--- config.mk ---
export PLATFORM = sky130hd
export DESIGN_NAME = lfclk_ctrl_reg
export DESIGN_NICKNAME = d
export VERILOG_FILES = /design/src/rtl/lfclk_ctrl_pkg.sv /design/src/rtl/lfclk_ctrl_fsm.sv /design/src/rtl/lfclk_ctrl_dp.sv /design/src/rtl/lfclk_ctrl_reg.sv
export SDC_FILE = /design/constraint.sdc
export NUM_CORES = 1
export LEC_CHECK = 0
export BUFFER_PORTS_ARGS = -buffer_cell sky130_fd_sc_hd__buf_2
export CORE_ASPECT_RATIO = 1.5
export CORE_MARGIN = 5
export CORE_UTILIZATION = 34
export CTS_CLUSTER_SIZE = 28
export DETAILED_ROUTE_END_ITERATION = 7
export GPL_TIMING_DRIVEN = 0
export PLACE_DENSITY = 0.77
export SKIP_LAST_GASP = 1
export SLEW_MARGIN = 20
export SYNTH_ARGS = -nofsm -noshare
export SYNTH_HDL_FRONTEND = slang
export SYNTH_HIERARCHICAL = 1
export SYNTH_SLANG_ARGS = --single-unit
--- constraint.sdc ---
create_clock -name clk -period 1.6 [get_ports clk]
set_input_delay 0.08 -clock clk [delete_from_list [all_inputs] [get_ports clk]]
set_output_delay 0.08 -clock clk [all_outputs]
set_load 0.1 [all_outputs]
--- src/rtl/lfclk_ctrl_pkg.sv ---
package lfclk_ctrl_pkg;
  localparam int DATA_W = 32;
  localparam int BE_W = DATA_W / 8;
  localparam logic [15:0] UNLOCK_KEY = 16'h16AA;

  localparam int B_LFSRC = 0;
  localparam int B_TMRSRC = 1;
  localparam int B_DRV_LO = 2;
  localparam int B_XTALEN = 4;
  localparam int B_DAYPEND = 7;
  localparam int B_HMSPEND = 8;
  localparam int B_FBSEL = 14;
  localparam int B_FBOFF = 15;

  localparam logic [DATA_W-1:0] RESET_VAL = 32'h0000_4010;

  typedef struct packed {
    logic keyedWr;   // valid keyed write this cycle
    logic byte0Wr;   // plain write of byte 0
    logic byte1Wr;   // plain write of byte 1
    logic fallback;  // hardware clear of the crystal select
    logic daySet;
    logic dayClr;
    logic hmsSet;
    logic hmsClr;
  } ctrlStrobes_t;
endpackage

--- src/rtl/lfclk_ctrl_fsm.sv ---
module lfclk_ctrl_fsm
  import lfclk_ctrl_pkg::*;
(
  input  logic              busWe,
  input  logic [BE_W-1:0]   busBe,
  input  logic [DATA_W-1:0] busWdata,
  input  logic              oscLost,
  input  logic              fbSelEn,
  input  logic              fbDisable,
  input  logic              dayWrIssue,
  input  logic              dayWrDone,
  input  logic              hmsWrIssue,
  input  logic              hmsWrDone,
  output ctrlStrobes_t      strobes
);
  logic keyMatch;

  always_comb begin
    keyMatch = busBe[3] && busBe[2] && (busWdata[31:16] == UNLOCK_KEY);
    strobes.keyedWr  = busWe && busBe[0] && keyMatch;
    strobes.byte0Wr  = busWe && busBe[0];
    strobes.byte1Wr  = busWe && busBe[1];
    strobes.fallback = oscLost && fbSelEn && !fbDisable;
    strobes.daySet   = dayWrIssue;
    strobes.dayClr   = dayWrDone && !dayWrIssue;
    strobes.hmsSet   = hmsWrIssue;
    strobes.hmsClr   = hmsWrDone && !hmsWrIssue;
  end
endmodule

--- src/rtl/lfclk_ctrl_dp.sv ---
module lfclk_ctrl_dp
  import lfclk_ctrl_pkg::*;
(
  input  logic              clk,
  input  logic              rstN,
  input  ctrlStrobes_t      strobes,
  input  logic [DATA_W-1:0] busWdata,
  output logic [DATA_W-1:0] regValue,
  output logic              srcChanged
);
  logic       lfSrc, tmrSrc, xtalEn, fbSel, fbOff, dayPend, hmsPend;
  logic [1:0] drive;
  logic       lfSrcNext, tmrSrcNext;

  always_comb begin
    lfSrcNext  = lfSrc;
    tmrSrcNext = tmrSrc;
    if (strobes.keyedWr) begin
      lfSrcNext  = busWdata[B_LFSRC];
      tmrSrcNext = busWdata[B_TMRSRC];
    end
    if (strobes.fallback) lfSrcNext = 1'b0;
  end

  always_ff @(posedge clk or negedge rstN) begin
    if (!rstN) begin
      lfSrc      <= RESET_VAL[B_LFSRC];
      tmrSrc     <= RESET_VAL[B_TMRSRC];
      drive      <= RESET_VAL[B_DRV_LO+:2];
      xtalEn     <= RESET_VAL[B_XTALEN];
      fbSel      <= RESET_VAL[B_FBSEL];
      fbOff      <= RESET_VAL[B_FBOFF];
      dayPend    <= 1'b0;
      hmsPend    <= 1'b0;
      srcChanged <= 1'b0;
    end else begin
      lfSrc      <= lfSrcNext;
      tmrSrc     <= tmrSrcNext;
      srcChanged <= (lfSrcNext != lfSrc) || (tmrSrcNext != tmrSrc);
      if (strobes.byte0Wr) begin
        drive  <= busWdata[B_DRV_LO+:2];
        xtalEn <= busWdata[B_XTALEN];
      end
      if (strobes.byte1Wr) begin
        fbSel <= busWdata[B_FBSEL];
        fbOff <= busWdata[B_FBOFF];
      end
      if (strobes.daySet) dayPend <= 1'b1;
      else if (strobes.dayClr) dayPend <= 1'b0;
      if (strobes.hmsSet) hmsPend <= 1'b1;
      else if (strobes.hmsClr) hmsPend <= 1'b0;
    end
  end

  always_comb begin
    regValue             = '0;
    regValue[B_LFSRC]    = lfSrc;
    regValue[B_TMRSRC]   = tmrSrc;
    regValue[B_DRV_LO+:2] = drive;
    regValue[B_XTALEN]   = xtalEn;
    regValue[B_DAYPEND]  = dayPend;
    regValue[B_HMSPEND]  = hmsPend;
    regValue[B_FBSEL]    = fbSel;
    regValue[B_FBOFF]    = fbOff;
  end
endmodule

--- src/rtl/lfclk_ctrl_reg.sv ---
module lfclk_ctrl_reg
  import lfclk_ctrl_pkg::*;
(
  input  logic              clk,
  input  logic              rstN,
  input  logic              busWe,
  input  logic [BE_W-1:0]   busBe,
  input  logic [DATA_W-1:0] busWdata,
  output logic [DATA_W-1:0] busRdata,
  input  logic              oscLost,
  input  logic              dayWrIssue,
  input  logic              dayWrDone,
  input  logic              hmsWrIssue,
  input  logic              hmsWrDone,
  output logic              srcChanged,
  output logic              lfSrcXtal,
  output logic              timerSrcDiv
);
  ctrlStrobes_t strobes;
  logic [DATA_W-1:0] regValue;

  lfclk_ctrl_fsm u_ctrl (
    .busWe(busWe), .busBe(busBe), .busWdata(busWdata), .oscLost(oscLost),
    .fbSelEn(regValue[B_FBSEL]), .fbDisable(regValue[B_FBOFF]),
    .dayWrIssue(dayWrIssue), .dayWrDone(dayWrDone),
    .hmsWrIssue(hmsWrIssue), .hmsWrDone(hmsWrDone), .strobes(strobes)
  );

  lfclk_ctrl_dp u_dp (
    .clk(clk), .rstN(rstN), .strobes(strobes), .busWdata(busWdata),
    .regValue(regValue), .srcChanged(srcChanged)
  );

  assign busRdata    = regValue;
  assign lfSrcXtal   = regValue[B_LFSRC];
  assign timerSrcDiv = regValue[B_TMRSRC];
endmodule

### After elaboration in Yosys (flattened, before gate mapping)

Index checks and enable logic that the tools add are counted.

* eq/ne operators: 3
* multiplexer cells: 7
* reduce and logical (&&, ||, !) cells: 15

Operator list (number)
* $eq 16x13->1 const B: 1
* $logic_and 1x1->1: 9
* $mux 1: 7
* $reduce_bool 2->1: 2
* $logic_not 1->1: 3
* $ne 1x1->1: 2
* $logic_or 1x1->1: 1

* output and inout bits: 35
* register bits: 10
* word-level logic and storage cells: 34
* input bits: 44

### Longest topological paths before layout

* depth after elaboration: 7
* depth in mapped cells: 6
* mapped depth without buffers: 6

### Cells and area by module

Netlist, hierarchy kept.

By module, submodules not included
* lfclk_ctrl_dp: instances 1, area each 621.8 um^2, cells each 59
* lfclk_ctrl_fsm: instances 1, area each 115.1 um^2, cells each 15
* lfclk_ctrl_reg: instances 1, area each 15.0 um^2, cells each 2

### Worst setup path before layout

OpenSTA, ideal clock, no wires.

* kind: flip-flop to flip-flop
* start point: register u_dp.fbSel
* end point: register u_dp.srcChanged
* path slack: 0.252 ns
* stages on the path, launching flop included: 7
* buffers on the path: 1
* arrival time: 1.227 ns
* period minus slack after synthesis: 1.348 ns
* cells stage by stage: dfstp_2 buf_4 nand2_1 nor2_1 nor3b_1 o21ai_1 nand2_1

RTL lines
* from (decl): line lfclk_ctrl_dp.sv:11 `logic lfSrc, tmrSrc, xtalEn, fbSel, fbOff, dayPend, hmsPend;`
* from (signal assigned): line lfclk_ctrl_dp.sv:31 `fbSel <= RESET_VAL[B_FBSEL];`
* from (signal assigned): line lfclk_ctrl_dp.sv:45 `fbSel <= busWdata[B_FBSEL];`
* to (signal assigned): line lfclk_ctrl_dp.sv:39 `srcChanged <= (lfSrcNext != lfSrc) || (tmrSrcNext != tmrSrc);`
* to (decl): line lfclk_ctrl_dp.sv:9 `output logic srcChanged`

### Worst setup path after layout

* start point: register u_dp.fbSel
* end point: output busRdata[14]

RTL lines
* to (decl): line lfclk_ctrl_reg.sv:9 `output logic [DATA_W-1:0] busRdata,`

No word-level cell between the ends.

==> results.md <==
* CP max FO at 2
* Share of the synthesized area in the top cell type at 33.9%
* Area grow syn2layout at 49.8%
* Mapped Cells at 76
* Final Hold Viols at 0
* Netlist cell types at 19
* Final setup margin at 0.220 ns
* CTS Hold Buffers Added at 1
* Critical path required time at 1.52 ns
* Setup bufs post-CTS at 0
* Worst hold start: busWdata[15]
* Antenna violations before repair at 0
* Fillers at 218
* DRT iter0 DRCs at 2
* H-tree Lvls at 1
* Starting Density at 34.5%
* # rows at 21
* DRC viols at 0
* Core Region at 2180 µm²
* RSZ-0062 raised after global routing: false
* Post-DP HPWL at 1520 µm
* Total wire length at 1650 µm
* Tcrit/Tclk final at 86.3%
* Hold crit path type: in -> reg
* Die outline width at 48.4 µm
* Detail Route Antenna Nets at 0
* Layout cells sized above 1 at 60.1%
* Clk Latency, worst-skew pair at 0.26 ns
* Leakage at 0.671 nW
* Ys Warns at 6
* Final setup vio count at 0
* Fin. max-slew vios at 0
* Worst Skew at 0.00134 ns
* F_max at 0.725 GHz
* Die Span Y at 67.6 µm
* DRT Pass-1 Iters at 2
* Root buf cell: clkbuf_4
* Arr. time, crit path at 1.30 ns
* Post_cts resized at 0
* Power Density at 919 nW/µm²
* Antenna cells at 0
* Critical path type: reg -> out
* Worst R2R End: u_dp/srcChanged
* Hold path endpoint: u_dp/fbOff
* Period minus WS final at 1.38 ns
* Post-placement cell count at 167
* CP endpoint kind: output port
* Final TNS setup at 0 ns
* Deepest clock path buffer count at 2
* Die Area at 3270 µm²
* Minimum hold slack at 0.0360 ns
* Largest net degree at the start of global routing at 11
* Synth area leaders: buf_4 (34%), dfrtp_1 (27%), mux2_1 (9.0%)
* Syn avg cell area at 9.89 µm²
* Post-Layout Cell Count at 171
* Clk sinks at 10
* Buffers on Ports at 46
* Num CTS Buffers at 3
* Worst setup SP type: register
* R2R depth at 6
* Post-synthesis sequential area ratio at 33.6%
* Yosys reg bits at 10
* Peak supply drop at 0.567 mV
* Global-route wire length before repair at 2710 µm
* # Max-Cap Violations at 0
* Nets at 194
* Vias/cell at 3.94
* Pre-CTS WS at 0.286 ns
* Grt total ovfl at 0
* TritonCTS clock tree: built
* Design Power at 1.04 mW
* Synth Cell Area at 752 µm²
* # IOs at 79
* Post-synth top area cell: buf_4
* Clk slew on worst S/H paths at 0.06 ns
* Final core occ at 51.6%
* Vias in the first global route at 621
* R2R setup slack at 0.40 ns
* GRT Total Usage at 10.2%
* Placer Congestion at 0.752
* DP Area at 1090 µm²
* Worst reg2reg startpoint: u_dp/fbSel
* Final Instance Area at 1130 µm²
* Hold Path Depth at 2
* Routed via count at 674
* Status: completed
* WL per Instance at 9.64 µm
kinds of logic after synthesis:
group	Yosys count	share of synthesized area, %
buffers and inverters	36	34.9
AND/OR/NAND/NOR	17	16.1
flip-flops	10	33.6
multiplexers	7	10.3
AO/OA/AOI/OAI	4	3.33
XOR/XNOR	1	1.16
other	1	0.499
final cells by class:
class / count / area, µm² / area share, %
flip-flops and latches: 10 / 253 / 22.4
inverters: 2 / 7.51 / 0.667
repair buffers: 47 / 240 / 21.3
clock buffers: 3 / 22.5 / 2.00
well taps: 23 / 28.8 / 2.56
multi-input cells: 52 / 319 / 28.3
plain buffers: 34 / 255 / 22.7
how the worst max path moves through the flow:
stage,startpoint,end,slack [ns],cells after the start
after floorplan,u_dp/fbSel,u_dp/srcChanged,0.25,6
after global placement,busWdata[29],u_dp/tmrSrc,0.31,5
after detailed placement,busWdata[29],u_dp/tmrSrc,0.29,5
after CTS,u_dp/fbSel,busRdata[14],0.21,2
after global routing,u_dp/lfSrc,lfSrcXtal,0.18,3
final,u_dp/fbSel,busRdata[14],0.22,2
cell usage in the layout (no fill, tap or decap):
cell type	instances
nand4_1	1
conb_1	23
o21ai_1	2
and2_1	2
and4bb_2	3
nor3b_1	1
a21o_1	2
buf_2	46
clkbuf_4	3
dfrtp_1	8
nand2_1	2
mux2i_1	1
dlygate4sd3_1	1
nor2_1	3
nor4b_2	1
buf_4	34
dfstp_2	2
inv_1	2
mux2_1	6
xor2_1	1
nor2b_1	3
nand3_1	1
sequential cells by signal, indices dropped and copies added, names as in the netlist:
| name | cells |
|---|---|
| u_dp/drive | 2 |
| u_dp/dayPend | 1 |
| u_dp/fbOff | 1 |
| u_dp/fbSel | 1 |
| u_dp/hmsPend | 1 |
| u_dp/lfSrc | 1 |
| u_dp/srcChanged | 1 |
| u_dp/tmrSrc | 1 |
| u_dp/xtalEn | 1 |
routing by layer:
layer  share of wire [%]  GRT usage, %  up-vias
li1                    -             -      336
met1                  30          9.83      280
met2                  46          17.5       55
met3                  22          6.40        3
met4                 1.4          4.15        0
met5                   0             0        -
synthesized netlist by cell type (all sizes together):
| library cell | number |
|---|---|
| xor2 | 1 |
| a21o | 2 |
| nor2b | 3 |
| o21ai | 2 |
| mux2i | 1 |
| nand2 | 2 |
| dfrtp | 8 |
| nor3b | 1 |
| conb | 1 |
| nor4b | 1 |
| nand4 | 1 |
| nor2 | 3 |
| dfstp | 2 |
| inv | 2 |
| buf | 34 |
| and2 | 2 |
| nand3 | 1 |
| mux2 | 6 |
| and4bb | 3 |
power by group:
group	internal (mW)	total, mW	switching [mW]
Combinational	0.126	0.578	0.452
Clock	0.0867	0.167	0.0801
Sequential	0.280	0.291	0.0103
worst max-delay path, cell delays in order (launching register included):
cell     delay [ns]
dfstp_2        0.53
buf_4          0.10
buf_2          0.41
(Power assumes the default switching activity.)
